==> src/rtl/trio_pkg.sv <==
package trio_pkg;
    localparam int DATA_W = 8;
    localparam int NREG   = 3;

    typedef logic [DATA_W-1:0] word_t;

    typedef enum logic [1:0] {
        OP_HOLD   = 2'd0,
        OP_LOAD   = 2'd1,
        OP_ROTATE = 2'd2,
        OP_CLEAR  = 2'd3
    } op_e;
endpackage

==> src/rtl/trio_op_decode.sv <==
module trio_op_decode
    import trio_pkg::*;
#(
    parameter int N = NREG
) (
    input  logic         rst,
    input  logic         rot,
    input  logic [N-1:0] ld,
    output op_e          op
);
    // Fixed priority: clear, then rotate, then any load, else hold.
    always_comb begin
        if (rst)
            op = OP_CLEAR;
        else if (rot)
            op = OP_ROTATE;
        else if (|ld)
            op = OP_LOAD;
        else
            op = OP_HOLD;
    end
endmodule

==> src/rtl/trio_slot.sv <==
module trio_slot
    import trio_pkg::*;
#(
    parameter int W = DATA_W
) (
    input  logic         clk,
    input  op_e          op,
    input  logic         ld,
    input  logic [W-1:0] din,
    input  logic [W-1:0] nbr,
    output logic [W-1:0] q
);
    logic [W-1:0] q_nxt;

    always_comb begin
        unique case (op)
            OP_CLEAR:  q_nxt = '0;
            OP_ROTATE: q_nxt = nbr;
            OP_LOAD:   q_nxt = ld ? din : q;
            OP_HOLD:   q_nxt = q;
            default:   q_nxt = q;
        endcase
    end

    always_ff @(posedge clk) begin
        q <= q_nxt;
    end
endmodule

==> src/rtl/trio_rotreg.sv <==
module trio_rotreg
    import trio_pkg::*;
(
    input  logic              clk,
    input  logic              rst,
    input  logic [DATA_W-1:0] din,
    input  logic              ld_a,
    input  logic              ld_b,
    input  logic              ld_c,
    input  logic              rot,
    output logic [DATA_W-1:0] q_a,
    output logic [DATA_W-1:0] q_b,
    output logic [DATA_W-1:0] q_c
);
    op_e              op;
    logic [NREG-1:0]  ld_vec;
    word_t            regs [NREG];

    assign ld_vec = {ld_c, ld_b, ld_a};

    trio_op_decode #(.N(NREG)) dec_i (
        .rst (rst),
        .rot (rot),
        .ld  (ld_vec),
        .op  (op)
    );

    // Slot i rotates in from slot i+1 (wrapping), giving A<-B, B<-C, C<-A.
    for (genvar i = 0; i < NREG; i++) begin : g_slot
        localparam int NXT = (i + 1) % NREG;
        trio_slot #(.W(DATA_W)) slot_i (
            .clk (clk),
            .op  (op),
            .ld  (ld_vec[i]),
            .din (din),
            .nbr (regs[NXT]),
            .q   (regs[i])
        );
    end

    assign q_a = regs[0];
    assign q_b = regs[1];
    assign q_c = regs[2];
endmodule

==> config.mk <==
export PLATFORM = sky130hd
export DESIGN_NAME = trio_rotreg
export DESIGN_NICKNAME = d
export VERILOG_FILES = /design/src/rtl/trio_pkg.sv /design/src/rtl/trio_op_decode.sv /design/src/rtl/trio_slot.sv /design/src/rtl/trio_rotreg.sv
export SDC_FILE = /design/constraint.sdc
export NUM_CORES = 1
export LEC_CHECK = 0
export BUFFER_PORTS_ARGS = -buffer_cell sky130_fd_sc_hd__buf_4
export CAP_MARGIN = 20
export CORE_MARGIN = 3
export CORE_UTILIZATION = 53
export DETAILED_ROUTE_END_ITERATION = 7
export GPL_TIMING_DRIVEN = 0
export PLACE_DENSITY = 0.82
export REMOVE_ABC_BUFFERS = 1
export SYNTH_ARGS = -nofsm -noshare
export SYNTH_HDL_FRONTEND = slang
export SYNTH_SLANG_ARGS = --single-unit
==> constraint.sdc <==
create_clock -name clk -period 4.8 [get_ports clk]
set_clock_uncertainty 0.15 [all_clocks]
set_input_delay 0.96 -clock clk [delete_from_list [all_inputs] [get_ports clk]]
set_output_delay 0.96 -clock clk [all_outputs]
set_load 0.01 [all_outputs]
# Yosys cells after proc, flatten, opt, wreduce, memory -nomap -nowiden
# Cells that the tools add are included.
# word_totals
register_bits	24
output_inout_bits	24
word_cells	24
# op_classes
eq_ne	6
n_mux	9
n_bitwise	1
reduce_logical	5
# ops
cell	count
$pmux W8 S3	3
$mux W8	3
$ne A2 B2 Y1 const B	3
$reduce_and A2 Y1	3
$eq A2 B2 Y1 const B	2
$mux W2	2
$reduce_or A3 Y1	1
$eq A2 B1 Y1 const B	1
$logic_not A2 Y1	1
$mux W1	1
$not A1 Y1	1

# Depth between registers and ports, before layout
# logic_depth
depth_word	7
ltp_mapped	6

# Modules after synthesis
# Synthesis repeated with hierarchy kept, for this count alone.
# hier_totals
cells_unflattened	102
hier_area_um2	1478.9
# modules_own_cells
mod	n_inst	cells_per_inst	area_each_um2	seq_area_each_um2
trio_slot	3	33	486.7	240.2
trio_op_decode	1	3	18.8	0.0

# Worst setup path after synthesis
# Ideal clock, no wire load.
# synth_timing
kind	input port to flip-flop
startpoint	input port ld_b
endpoint	register g_slot[0].slot_i.q[0] (enable)
arrival_ps	2072
path_slack_ps	2203
stages	5
path_buffers	1
path_cell_list	nor3_1 -> o21bai_1 -> ha_1 -> buf_4 -> a21oi_1
# synth_via
elab_chain_len	7
elab_cells_between_ends	9
cone_classes	eq/ne (2); mux (3); bitwise (1); reduce/logical (3)
# synth_lines
element	line_no	source
start: declaration	trio_rotreg.sv:8	input logic ld_b,
$reduce_or A3 Y1 *	trio_op_decode.sv:17	else if (|ld)
$mux W1 *	trio_op_decode.sv:17	
$mux W2 *	trio_op_decode.sv:15	else if (rot)
$mux W2 *	trio_op_decode.sv:13	if (rst)
$eq A2 B1 Y1 / $logic_not A2 Y1 (equally long branches)	trio_slot.sv:16	unique case (op)
$ne A2 B2 Y1 (no line) / $not A1 Y1 (equally long branches)	n/a	
$reduce_and A2 Y1 (no line) *	n/a	
end signal: assignment	trio_slot.sv:26	q <= q_nxt;
end: declaration	trio_slot.sv:11	output logic [W-1:0] q
# Every way passes the cells marked *; elsewhere a longest branch is shown, timed or not.
# A chain may end at the register's enable or synchronous reset.

# Worst setup path in the final report
# layout_timing
startpoint	input port ld_b
endpoint	register g_slot[1].slot_i.q[5] (enable)
# layout_via
elab_chain_len	7
elab_cells_between_ends	9
cone_classes	eq/ne (2); mux (3); bitwise (1); reduce/logical (3)
# layout_lines
element	line_no
$reduce_or A3 Y1	trio_op_decode.sv:17
$mux W1	trio_op_decode.sv:17
$mux W2	trio_op_decode.sv:15
$mux W2	trio_op_decode.sv:13
$eq A2 B1 Y1 / $logic_not A2 Y1 (equally long branches)	trio_slot.sv:16
$ne A2 B2 Y1 (no line) / $not A1 Y1 (equally long branches)	n/a
$reduce_and A2 Y1 (no line) *	n/a
end signal: assignment	trio_slot.sv:26
end: declaration	trio_slot.sv:11
# Marked as above.

==> impl_metrics.py <==
metrics = {
    "worst_setup_path": {
        "crit_slowest_cell": "a21oi_1",
        "setup.worst_path.start_class": "input pin",
        "critPathArrivalTime_ns": 2.58,
        "chain_of_cells_forming_the_critical_path": "buf_4 -> nor3_1 -> o21bai_1 -> ha_1 -> a21oi_1",
        "path_max_fanout": 11,
        "cp-end-kind": "flip-flop",
        "slowest_delay_ns": 0.79,
        "worst_path_required_ns": 4.60,
        "startpoint_of_the_most_critical_setup_path": "ld_b",
        "crit_buf_inv": 1,
        "path_delay_family": "compound AO/OA/AOI/OAI gates",
        "r2r_depth": 2,
        "worst-r2r-setup-slack_ns": 3.76,
        "critical_path_class": "in -> reg",
        "startpoint_of_the_most_critical_register_to_register_path": "g_slot[0].slot_i.q[2]$_DFFE_PP_",
        "rr_endpoint": "g_slot[2].slot_i.q[2]$_DFFE_PP_",
    },
    "flow_run": {
        "max_cap_viol_count": 0,
    },
    "floorplan": {
        "std_cell_rows": 16,
        "pin_count": 38,
        "die_width_um": 52.68,
        "core_region_area_sq_mm": 0.002022,
        "area_enclosed_by_the_die_boundary_sq_mm": 0.002775,
        "y_dimension_of_the_die_um": 52.68,
        "initial_utilization_pct": 57.12,
    },
    "final_layout": {
        "largestRegisters": "g_slot.slot_i.q x24",
        "drive_gt1_share_pct": 30.37,
        "largest_register_ff_count": 24,
        "antenna_cells": 0,
        "area_growth_syn_to_layout_pct": 25.79,
        "fill_cells": 165,
        "num-nets-final": 153,
        "final_cells": 162,
        "max_flop_register": "g_slot.slot_i.q",
    },
    "yosys": {
        "synthesis.area_per_instance_sq_um": 11.67,
        "synthTopCellsByArea": "edfxtp_1, a21boi_1, nand2_1, ha_1, a21boi_0",
        "ys_dominant_reg_cell": "edfxtp_1",
        "synth_seq_area_share_pct": 62.41,
        "synth-edff-count": 24,
        "synth.yosys.warnings": 0,
        "syn-cell-area_sq_mm": 0.001155,
        "synthDistinctLibCells": 14,
        "synthDominantAreaCellType": "edfxtp_1",
        "synth.top_cells.by_count": "nand2_1, edfxtp_1, a21boi_1, a21boi_0, inv_1",
        "postSynthCellCount": 99,
        "synth_top_cell_area_share_pct": 62.41,
        "most_frequently_used_cell_type_in_the_post_synthesis_netlist": "nand2_1",
        "synth-seq-cells": 24,
        "synth_async_sr_flop_share_pct": 0,
    },
    "clock_network": {
        "worst_setup_hold_path_clk_slew_ns": 0.12,
        "postCtsHoldBufs": 0,
        "htreeDepth": 1,
        "post_cts_repair_setup_buffers": 0,
        "clockBufferDepth": 2,
        "root_buffer": "clkbuf_4",
        "clk-insertion-delay-late_ns": 0.31,
        "inserted_clock_buffers": 3,
        "tritoncts": "built",
        "post_cts_resized": 0,
        "cts_num_sinks": 24,
    },
    "timing": {
        "worst_slew_margin_rel_pct": 37.70,
        "period_minus_slack_ns": 2.785,
        "worstMarginPinSlew_ns": 0.9345,
        "slew_viols_final": 0,
        "timing.setup.tns_ns": 0,
        "hold_viol": 0,
        "final_min_period_over_clock_period_pct": 58.01,
        "max_freq_ghz": 0.3591,
        "timing.final.setup_violations": 0,
        "grt_setup_unrepaired": "false",
    },
    "routing": {
        "via_per_inst": 5.488,
        "drt-total-wl_mm": 2.496,
        "detailedRoute.firstIterationViolations": 28,
        "detail-route-antenna-nets": 0,
        "remaining_drc_errors": 0,
        "number_of_vias_in_the_routed_layout": 889,
        "dr.pass1.iters": 5,
        "avgRoutedWirePerCell_um": 15.41,
    },
    "global_routing": {
        "overflow": 0,
        "number_of_antenna_violations_at_the_first_check_in_global_routing": 0,
        "grt_start_max_net_pins": 25,
        "first_global_vias": 866,
        "wire_length_of_the_first_global_routing_pass_mm": 3.822,
        "gr-usage-all-layers_pct": 19.43,
    },
    "run_status": {
        "outcome": "finished, final reports clean",
    },
    "place": {
        "port-buffer-count": 37,
        "place_inst": 158,
        "detailedPlacementHpwl_mm": 1.774,
        "place_congestion": 0.6737,
    },
    "worst_hold_path": {
        "hold_path_end": "g_slot[0].slot_i.q[3]$_DFFE_PP_",
        "hold_class": "reg -> reg",
        "hold_path_depth": 2,
        "min_from": "g_slot[1].slot_i.q[3]$_DFFE_PP_",
    },
    "pwr": {
        "peakVddDrop_v": 0.0002016,
        "p_leak_nw": 0.6073,
        "total_power_density_per_cell_area_mw_per_mm2": 293.3,
    },
}
-- metrics by stage --
step | worst slack, ns | util [%] | area (sq um) | power (W) | hold slack (ns)
finish | 2.015 | 71.84 | 1453 | 0.0004261 | 0.5002
global route | 1.907 | 71.84 | 1453 | 0.0004419 | 0.5542
CTS | 1.988 | 71.84 | 1453 | 0.0004270 | 0.5078
detailed placement | 1.649 | 70.54 | 1426 | 0.0003420 | 0.4765
global placement | 1.696 | 70.54 | 1426 | 0.0003393 | 0.4654
floorplan | 2.234 | - | 1115 | 0.0002980 | 0.5196
-- layout by cell type (no fill, tap or decap) --
master    count
a21boi_0      4
a21boi_1     20
a21oi_1       3
buf_4        37
clkbuf_4      3
clkinv_1      1
edfxtp_1     24
ha_1          3
inv_1         4
nand2_1      32
nor2_1        1
nor3_1        1
o21ba_2       1
o21bai_1      1
-- final cells by class --
| cell class | instances | area (sq um) | share of cell area, % |
|---|---|---|---|
| Inverter | 4 | 15.01 | 1.034 |
| Multi-Input combinational cell | 66 | 379.1 | 26.10 |
| Sequential cell | 24 | 720.7 | 49.61 |
| Clock buffer | 3 | 22.52 | 1.550 |
| Clock inverter | 1 | 3.754 | 0.2584 |
| Timing Repair Buffer | 37 | 277.8 | 19.12 |
| Tap cell | 27 | 33.78 | 2.326 |
-- how the worst max path moves through the flow --
stage	endpoint	cells after the start
2_1_floorplan	g_slot[0].slot_i.q[0]$_DFFE_PP_	4
5_1_grt	g_slot[1].slot_i.q[5]$_DFFE_PP_	5
6_report	g_slot[1].slot_i.q[5]$_DFFE_PP_	5
4_1_cts	g_slot[1].slot_i.q[5]$_DFFE_PP_	5
3_5_place_dp	g_slot[1].slot_i.q[5]$_DFFE_PP_	5
3_3_place_gp	g_slot[1].slot_i.q[0]$_DFFE_PP_	5
-- layer usage --
| metal | part of all wire, % | wire, um | track usage [%] | vias up |
|---|---|---|---|---|
| li1 | - | - | - | 417 |
| met1 | 41 | 1015 | 21.87 | 421 |
| met2 | 52 | 1304 | 36.36 | 47 |
| met3 | 5.9 | 148 | 2.564 | 4 |
| met4 | 1.1 | 27 | 7.660 | 0 |
| met5 | 0 | 0 | 0 | - |
-- where the power goes --
group          switching [W]  internal, W
Clock              0.0000588    0.0000304
Sequential        0.00000997     0.000250
Combinational      0.0000382    0.0000390
-- worst reg2reg max path: stages (launching register included) --
cell,delay (ns)
edfxtp_1,0.44
nand2_1,0.09
a21boi_0,0.11
-- cell families (layout without fill, tap and decap cells) --
group                      after synthesis  count (layout)  synth area share [%]
and+or+nand+nor                         34              34                 11.16
DFF                                     24              24                 62.41
adders and majority gates                3               3                 3.251
AOI/OAI and AO/OA                       29              29                 18.42
buffers and inverters                    9              45                 4.767
Power figures use the tool's default switching activity.
